## config.mk

```make
export PLATFORM = sky130hd
export DESIGN_NAME = obuf_arbiter
export DESIGN_NICKNAME = d
export VERILOG_FILES = /design/src/rtl/obuf_pkg.sv /design/src/rtl/obuf_prio_sel.sv /design/src/rtl/obuf_reply_reg.sv /design/src/rtl/obuf_throttle.sv /design/src/rtl/obuf_arbiter.sv
export SDC_FILE = /design/constraint.sdc
export NUM_CORES = 1
export LEC_CHECK = 0
export ABC_AREA = 1
export BUFFER_PORTS_ARGS = -buffer_cell sky130_fd_sc_hd__buf_2
export CORE_ASPECT_RATIO = 1.2
export CORE_MARGIN = 4
export CORE_UTILIZATION = 24
export CTS_BUF_LIST = sky130_fd_sc_hd__clkbuf_8
export DETAILED_ROUTE_END_ITERATION = 8
export PLACE_DENSITY = 0.53
export SYNTH_ARGS = -nofsm -noshare
export SYNTH_HDL_FRONTEND = slang
export SYNTH_SLANG_ARGS = --single-unit
```

## constraint.sdc

```tcl
create_clock -name clk -period 1.8 [get_ports clk]
set_clock_uncertainty 0.05 [all_clocks]
set_input_delay 0 -clock clk [delete_from_list [all_inputs] [get_ports clk]]
set_output_delay 0 -clock clk [all_outputs]
set_load 0.05 [all_outputs]
```

## src/rtl/obuf_pkg.sv

```systemverilog
package obuf_pkg;
    localparam int DW         = 8;
    localparam int NUM_SRC    = 4;
    localparam int MODE_KIRQ  = 0;
    localparam int MODE_AIRQ  = 1;
    localparam int MODE_KDIS  = 4;
    localparam int MODE_ADIS  = 5;

    // index order is the priority order (lowest index wins)
    typedef enum logic [1:0] {
        SRC_CTRL_KBD = 2'd0,
        SRC_CTRL_AUX = 2'd1,
        SRC_KBD_DEV  = 2'd2,
        SRC_AUX_DEV  = 2'd3
    } src_e;

    typedef enum logic [1:0] {
        ST_EMPTY = 2'd0,
        ST_FULL  = 2'd1,
        ST_HOLD  = 2'd2
    } state_e;
endpackage

```

## src/rtl/obuf_prio_sel.sv

```systemverilog
module obuf_prio_sel
    import obuf_pkg::*;
(
    input  logic [NUM_SRC-1:0] req_i,
    output logic               any_o,
    output src_e               sel_o
);
    always_comb begin
        sel_o = SRC_AUX_DEV;
        for (int i = NUM_SRC - 1; i >= 0; i--) begin
            if (req_i[i]) begin
                sel_o = src_e'(i[1:0]);
            end
        end
    end

    assign any_o = |req_i;
endmodule

```

## src/rtl/obuf_reply_reg.sv

```systemverilog
module obuf_reply_reg
    import obuf_pkg::*;
(
    input  logic          clk,
    input  logic          rst_n,
    input  logic          wr_i,
    input  logic          aux_i,
    input  logic [DW-1:0] byte_i,
    input  logic          consume_i,
    output logic [DW-1:0] byte_o,
    output logic [1:0]    pend_o   // [0] keyboard tag, [1] aux tag
);
    always_ff @(posedge clk) begin
        if (!rst_n) begin
            byte_o <= '0;
            pend_o <= '0;
        end else if (wr_i) begin
            byte_o <= byte_i;
            pend_o <= aux_i ? 2'b10 : 2'b01;
        end else if (consume_i) begin
            pend_o <= '0;
        end
    end
endmodule

```

## src/rtl/obuf_throttle.sv

```systemverilog
module obuf_throttle #(
    parameter int CYCLES = 200000
) (
    input  logic clk,
    input  logic rst_n,
    input  logic start_i,
    output logic running_o
);
    localparam int CW = $clog2(CYCLES + 1);
    localparam logic [CW-1:0] LOAD = CW'(CYCLES);

    logic [CW-1:0] cnt_q;

    always_ff @(posedge clk) begin
        if (!rst_n) begin
            cnt_q <= '0;
        end else if (start_i) begin
            cnt_q <= LOAD;
        end else if (cnt_q != '0) begin
            cnt_q <= cnt_q - 1'b1;
        end
    end

    assign running_o = (cnt_q != '0);
endmodule

```

## src/rtl/obuf_arbiter.sv

```systemverilog
module obuf_arbiter
    import obuf_pkg::*;
#(
    parameter int THROTTLE_CYCLES = 200000
) (
    input  logic          clk,
    input  logic          rst_n,
    input  logic          throttle_en_i,
    input  logic [7:0]    mode_i,
    input  logic          kbd_pend_i,
    input  logic [DW-1:0] kbd_byte_i,
    input  logic          aux_pend_i,
    input  logic [DW-1:0] aux_byte_i,
    input  logic          reply_wr_i,
    input  logic          reply_aux_i,
    input  logic [DW-1:0] reply_byte_i,
    input  logic          rd_i,
    output logic [DW-1:0] rd_data_o,
    output logic          obf_o,
    output logic          aux_obf_o,
    output logic [1:0]    port_mirror_o,
    output logic          kbd_pop_o,
    output logic          aux_pop_o,
    output logic          irq_kbd_o,
    output logic          irq_aux_o
);
    state_e        state_q, state_d;
    src_e          src_q, src_d;
    src_e          sel;
    logic          req_any;
    logic [NUM_SRC-1:0] req;
    logic [DW-1:0] last_q, cur_byte;
    logic [DW-1:0] reply_byte;
    logic [1:0]    reply_pend;
    logic          reply_consume;
    logic          thr_start, thr_running;
    logic          rd_full;
    logic          unused_mode;

    assign unused_mode = ^{mode_i[7:6], mode_i[3:2]};

    obuf_reply_reg u_reply (
        .clk       (clk),
        .rst_n     (rst_n),
        .wr_i      (reply_wr_i),
        .aux_i     (reply_aux_i),
        .byte_i    (reply_byte_i),
        .consume_i (reply_consume),
        .byte_o    (reply_byte),
        .pend_o    (reply_pend)
    );

    // eligible sources, already in priority order
    assign req = {aux_pend_i & ~mode_i[MODE_ADIS],
                  kbd_pend_i & ~mode_i[MODE_KDIS],
                  reply_pend[1],
                  reply_pend[0]};

    obuf_prio_sel u_sel (
        .req_i (req),
        .any_o (req_any),
        .sel_o (sel)
    );

    obuf_throttle #(.CYCLES(THROTTLE_CYCLES)) u_thr (
        .clk       (clk),
        .rst_n     (rst_n),
        .start_i   (thr_start),
        .running_o (thr_running)
    );

    // state register
    always_ff @(posedge clk) begin
        if (!rst_n) begin
            state_q <= ST_EMPTY;
            src_q   <= SRC_CTRL_KBD;
            last_q  <= '0;
        end else begin
            state_q <= state_d;
            src_q   <= src_d;
            if (rd_full) begin
                last_q <= cur_byte;
            end
        end
    end

    // next state
    always_comb begin
        state_d   = state_q;
        src_d     = src_q;
        thr_start = 1'b0;
        unique case (state_q)
            ST_EMPTY: begin
                if (req_any && !thr_running) begin
                    state_d = ST_FULL;
                    src_d   = sel;
                end
            end
            ST_FULL: begin
                if (rd_i) begin
                    if (src_q == SRC_KBD_DEV && throttle_en_i) begin
                        state_d   = ST_HOLD;
                        thr_start = 1'b1;
                    end else begin
                        state_d = ST_EMPTY;
                    end
                end
            end
            ST_HOLD: begin
                if (!thr_running) begin
                    state_d = ST_EMPTY;
                end
            end
            default: state_d = ST_EMPTY;
        endcase
    end

    // outputs
    always_comb begin
        obf_o     = (state_q == ST_FULL);
        aux_obf_o = obf_o && (src_q == SRC_CTRL_AUX || src_q == SRC_AUX_DEV);
        rd_full   = rd_i && obf_o;
        unique case (src_q)
            SRC_KBD_DEV: cur_byte = kbd_byte_i;
            SRC_AUX_DEV: cur_byte = aux_byte_i;
            default:     cur_byte = reply_byte;
        endcase
        rd_data_o     = obf_o ? cur_byte : last_q;
        kbd_pop_o     = rd_full && (src_q == SRC_KBD_DEV);
        aux_pop_o     = rd_full && (src_q == SRC_AUX_DEV);
        reply_consume = rd_full && (src_q == SRC_CTRL_KBD || src_q == SRC_CTRL_AUX);
        port_mirror_o = {aux_obf_o, obf_o};
        irq_kbd_o     = obf_o && !aux_obf_o && mode_i[MODE_KIRQ] && !mode_i[MODE_KDIS];
        irq_aux_o     = aux_obf_o && mode_i[MODE_AIRQ];
    end
endmodule

```

==> flow_summary.ini <==
[setup_path]
path_common_cell = inv_1
max_stage_delay_ps = 340
cp_top_family = simple AND/OR/NAND/NOR gates
r2r_slack_ps = 200
worstSetupEndpointType = primary output
worstSetupPathType = reg -> out
r2r-start = u_thr.cnt_q[0]$_SDFFE_PP0P_
crit_slowest_cell = dfxtp_1
cp-start-kind = flop
crit_fanout = 21
crit_path_cell_trace = inv_1 > or2_4 > nor2_8 > inv_1 > nor3_2 > clkbuf_4
critPathBufInv = 3
reg2reg_depth = 7
cp_data_arrival_time_ps = 1620
cp.required_ps = 1750
r2r-end = u_thr.cnt_q[8]$_SDFFE_PN0P_

[logic_synthesis]
syn_area_per_cell_um2 = 6.82
synth_cells = 323
synth_edf_count = 0
ys_ff_latch = 40
yosys_warnings = 0
syn_nets = 365
synth_top_flop_cell = dfxtp_1
synth_compound_gate_area_share = 0.133
yosys.cell_types.count = 28
syn_area_mm2 = 0.00220
synthArstFlopShare = 0
synth-xor-area-share = 0.0398
synthAdderAreaFrac = 0.0114
yosys-mux-area-fraction = 0
synth-simple-area-share = 0.355
synth_top_family_by_area = simple AND/OR/NAND/NOR gates
seq_area_frac_synth = 0.363

[power_and_ir_drop]
swShare = 0.469
p_sw_w = 0.00209
p_int_w = 0.00237
power_frac_comb = 0.555
pwr-share-clk = 0.143
total_power_w = 0.00446
peakVddDrop_uv = 525
power_density_mw_per_mm2 = 1590
p_leak_nw = 1.30
seqPwrFrac = 0.301

[layout]
drive_above_1_share = 0.231
layout_common_cells = nand2_1 (72), nor2_1 (53), buf_2 (46)
layout.nets = 427
final_common_cell = nand2_1
area_growth_pct = 27.5
stdcell_count = 506
utilization = 0.313
diodes = 0

[global_routing]
grt_overflow_total = 0
antenna_found_initial = 0
grt_pass1_vias = 2103
grt_pass1_wl_mm = 9.07
grt_use_total = 0.103
grt_start_max_net_pins = 22

[die]
die_h_um = 113
initial_utilization = 0.245
ios = 56
dieArea_mm2 = 0.0108
row_count = 38
core_mm2 = 0.00899
dieWidth_um = 95.5

[route]
routed-via-count = 2116
top_layer_used = met4
wl_met2_mm = 2.83
wl_met1_mm = 2.30
wl_per_cell_um = 10.7
viasPerCell = 4.18
drt-pass1-iter-count = 4
final_antenna_net_count = 0
drc = 0
first_iter_violations = 92
wl_mm = 5.42
dr_wl_met3_um = 246

[clocking]
cts_buffer_depth = 2
clkTransAtPathRegs_ps = 80
cts_buffers = 5
clk_latency_ps = 290
cts_root_buf = clkbuf_8
cts-htree-levels = 2
cts_tree = yes
clock-sinks = 40

[job]
drv_cap = 0

[place]
place_inst = 486
port_buffers = 51
hpwl_mm = 4.13
gp_congestion = 0.778

[sta]
fin_setup_tns_ps = 0
post-route-min-period_ps = 1670
hold_ws_ps = 15.1
grt_setup_unrepaired = no
setup_violations = 0
timing.fmax_mhz = 600
period_share = 0.926
worst_pin_slew_ps = 386
relSlewSlack = 0.743
finalMaxSlewViolations = 0
hold_viol = 0

[hold_path]
hold_path.class = in -> reg
min_to = u_reply.pend_o[1]$_SDFFE_PN0P_
holdPathStages = 3
min_from = reply_wr_i

[status]
status = complete, no violations
## what timing repair did
action                                  4_1_cts  5_1_grt
cloned                                        0        1
endpoints found under the hold margin        10        1
hold buffers                                  9        1
endpoints found under the setup margin        8        7
buffers inserted                              0        1
pin swaps                                     0        1
resized for setup                             2        9
## metrics by stage
stage | area (um2) | setup slack [ps]
after detailed placement | 2570 | 202
after floorplan | 2220 | 141
after global routing | 2810 | 3.21
after global placement | 2570 | 248
after CTS | 2770 | 52.2
final | 2810 | 134
## Yosys cell counts (2+ instances only)
cell / instances / area, um2
nand2_1: 73 / 274
nor2_1: 54 / 203
dfxtp_1: 40 / 801
inv_1: 36 / 135
o21ai_0: 26 / 130
a21oi_1: 19 / 95.1
nand3_1: 14 / 70.1
o211ai_1: 8 / 60.1
xnor2_1: 8 / 70.1
nor2_2: 6 / 37.5
clkbuf_1: 5 / 18.8
nor3_1: 4 / 20.0
buf_4: 3 / 22.5
clkinv_1: 3 / 11.3
nor2_4: 3 / 33.8
buf_6: 2 / 22.5
ha_1: 2 / 25.0
nand2_2: 2 / 12.5
nand3_2: 2 / 20.0
nand3_4: 2 / 35.0
nor3b_1: 2 / 15.0
or2_2: 2 / 12.5
xor2_1: 2 / 17.5
## power groups by stage
stage	Clock, W	Combinational (W)	Sequential (W)
floorplan	0	0.00205	0.00130
global placement	0	0.00241	0.00134
detailed placement	0	0.00244	0.00135
CTS	0.000665	0.00248	0.00133
global route	0.000696	0.00282	0.00138
finish	0.000639	0.00248	0.00134
## per-layer routing
metal | up-vias | track usage
met4 | 0 | 0.0266
met5 | - | 0
li1 | 1141 | -
met2 | 44 | 0.192
met1 | 927 | 0.113
met3 | 4 | 0.0259
## worst max-delay path by stage
stage,end,from,slack (ps),depth (start not counted)
finish,kbd_pop_o,state_q[0]$_SDFFE_PN0P_,130,6
global route,kbd_pop_o,state_q[0]$_SDFFE_PN0P_,3,6
CTS,rd_data_o[2],src_q[0]$_SDFFE_PN0P_,50,5
floorplan,aux_pop_o,state_q[0]$_SDFFE_PN0P_,140,6
global placement,u_thr.cnt_q[8]$_SDFFE_PN0P_,u_thr.cnt_q[0]$_SDFFE_PP0P_,250,7
detailed placement,u_thr.cnt_q[8]$_SDFFE_PN0P_,u_thr.cnt_q[0]$_SDFFE_PP0P_,200,7
## area by class of cell
class | count | area (um2)
timing repair buffer | 65 | 398
sequential | 40 | 802
inverter | 39 | 146
fill | 978 | 6180
clock buffer | 6 | 82.6
tap | 120 | 150
clock inverter | 2 | 11.3
multi-input combinational | 234 | 1220
## logic make-up after synthesis
| group | after synthesis |
|---|---|
| compound gates | 54 |
| xor+xnor | 10 |
| fa+ha+maj | 2 |
| buf+inv | 50 |
| flops | 40 |
| simple gates | 167 |
## worst register-to-register path, stage by stage (launching register included)
cell     delay, ps
dfxtp_1        320
inv_1          150
ha_1           290
nand2_1        150
nor2_1         240
or2_2          150
nand3_1         70
a21oi_1        120
## sequential cells by signal, summed over array words and instances (netlist names)
signal and count:
u_reply.byte_o 8, u_reply.pend_o 2, state_q 2, src_q 2, last_q 8, u_thr.cnt_q 18
No activity file was read; power rests on OpenSTA's default activity.
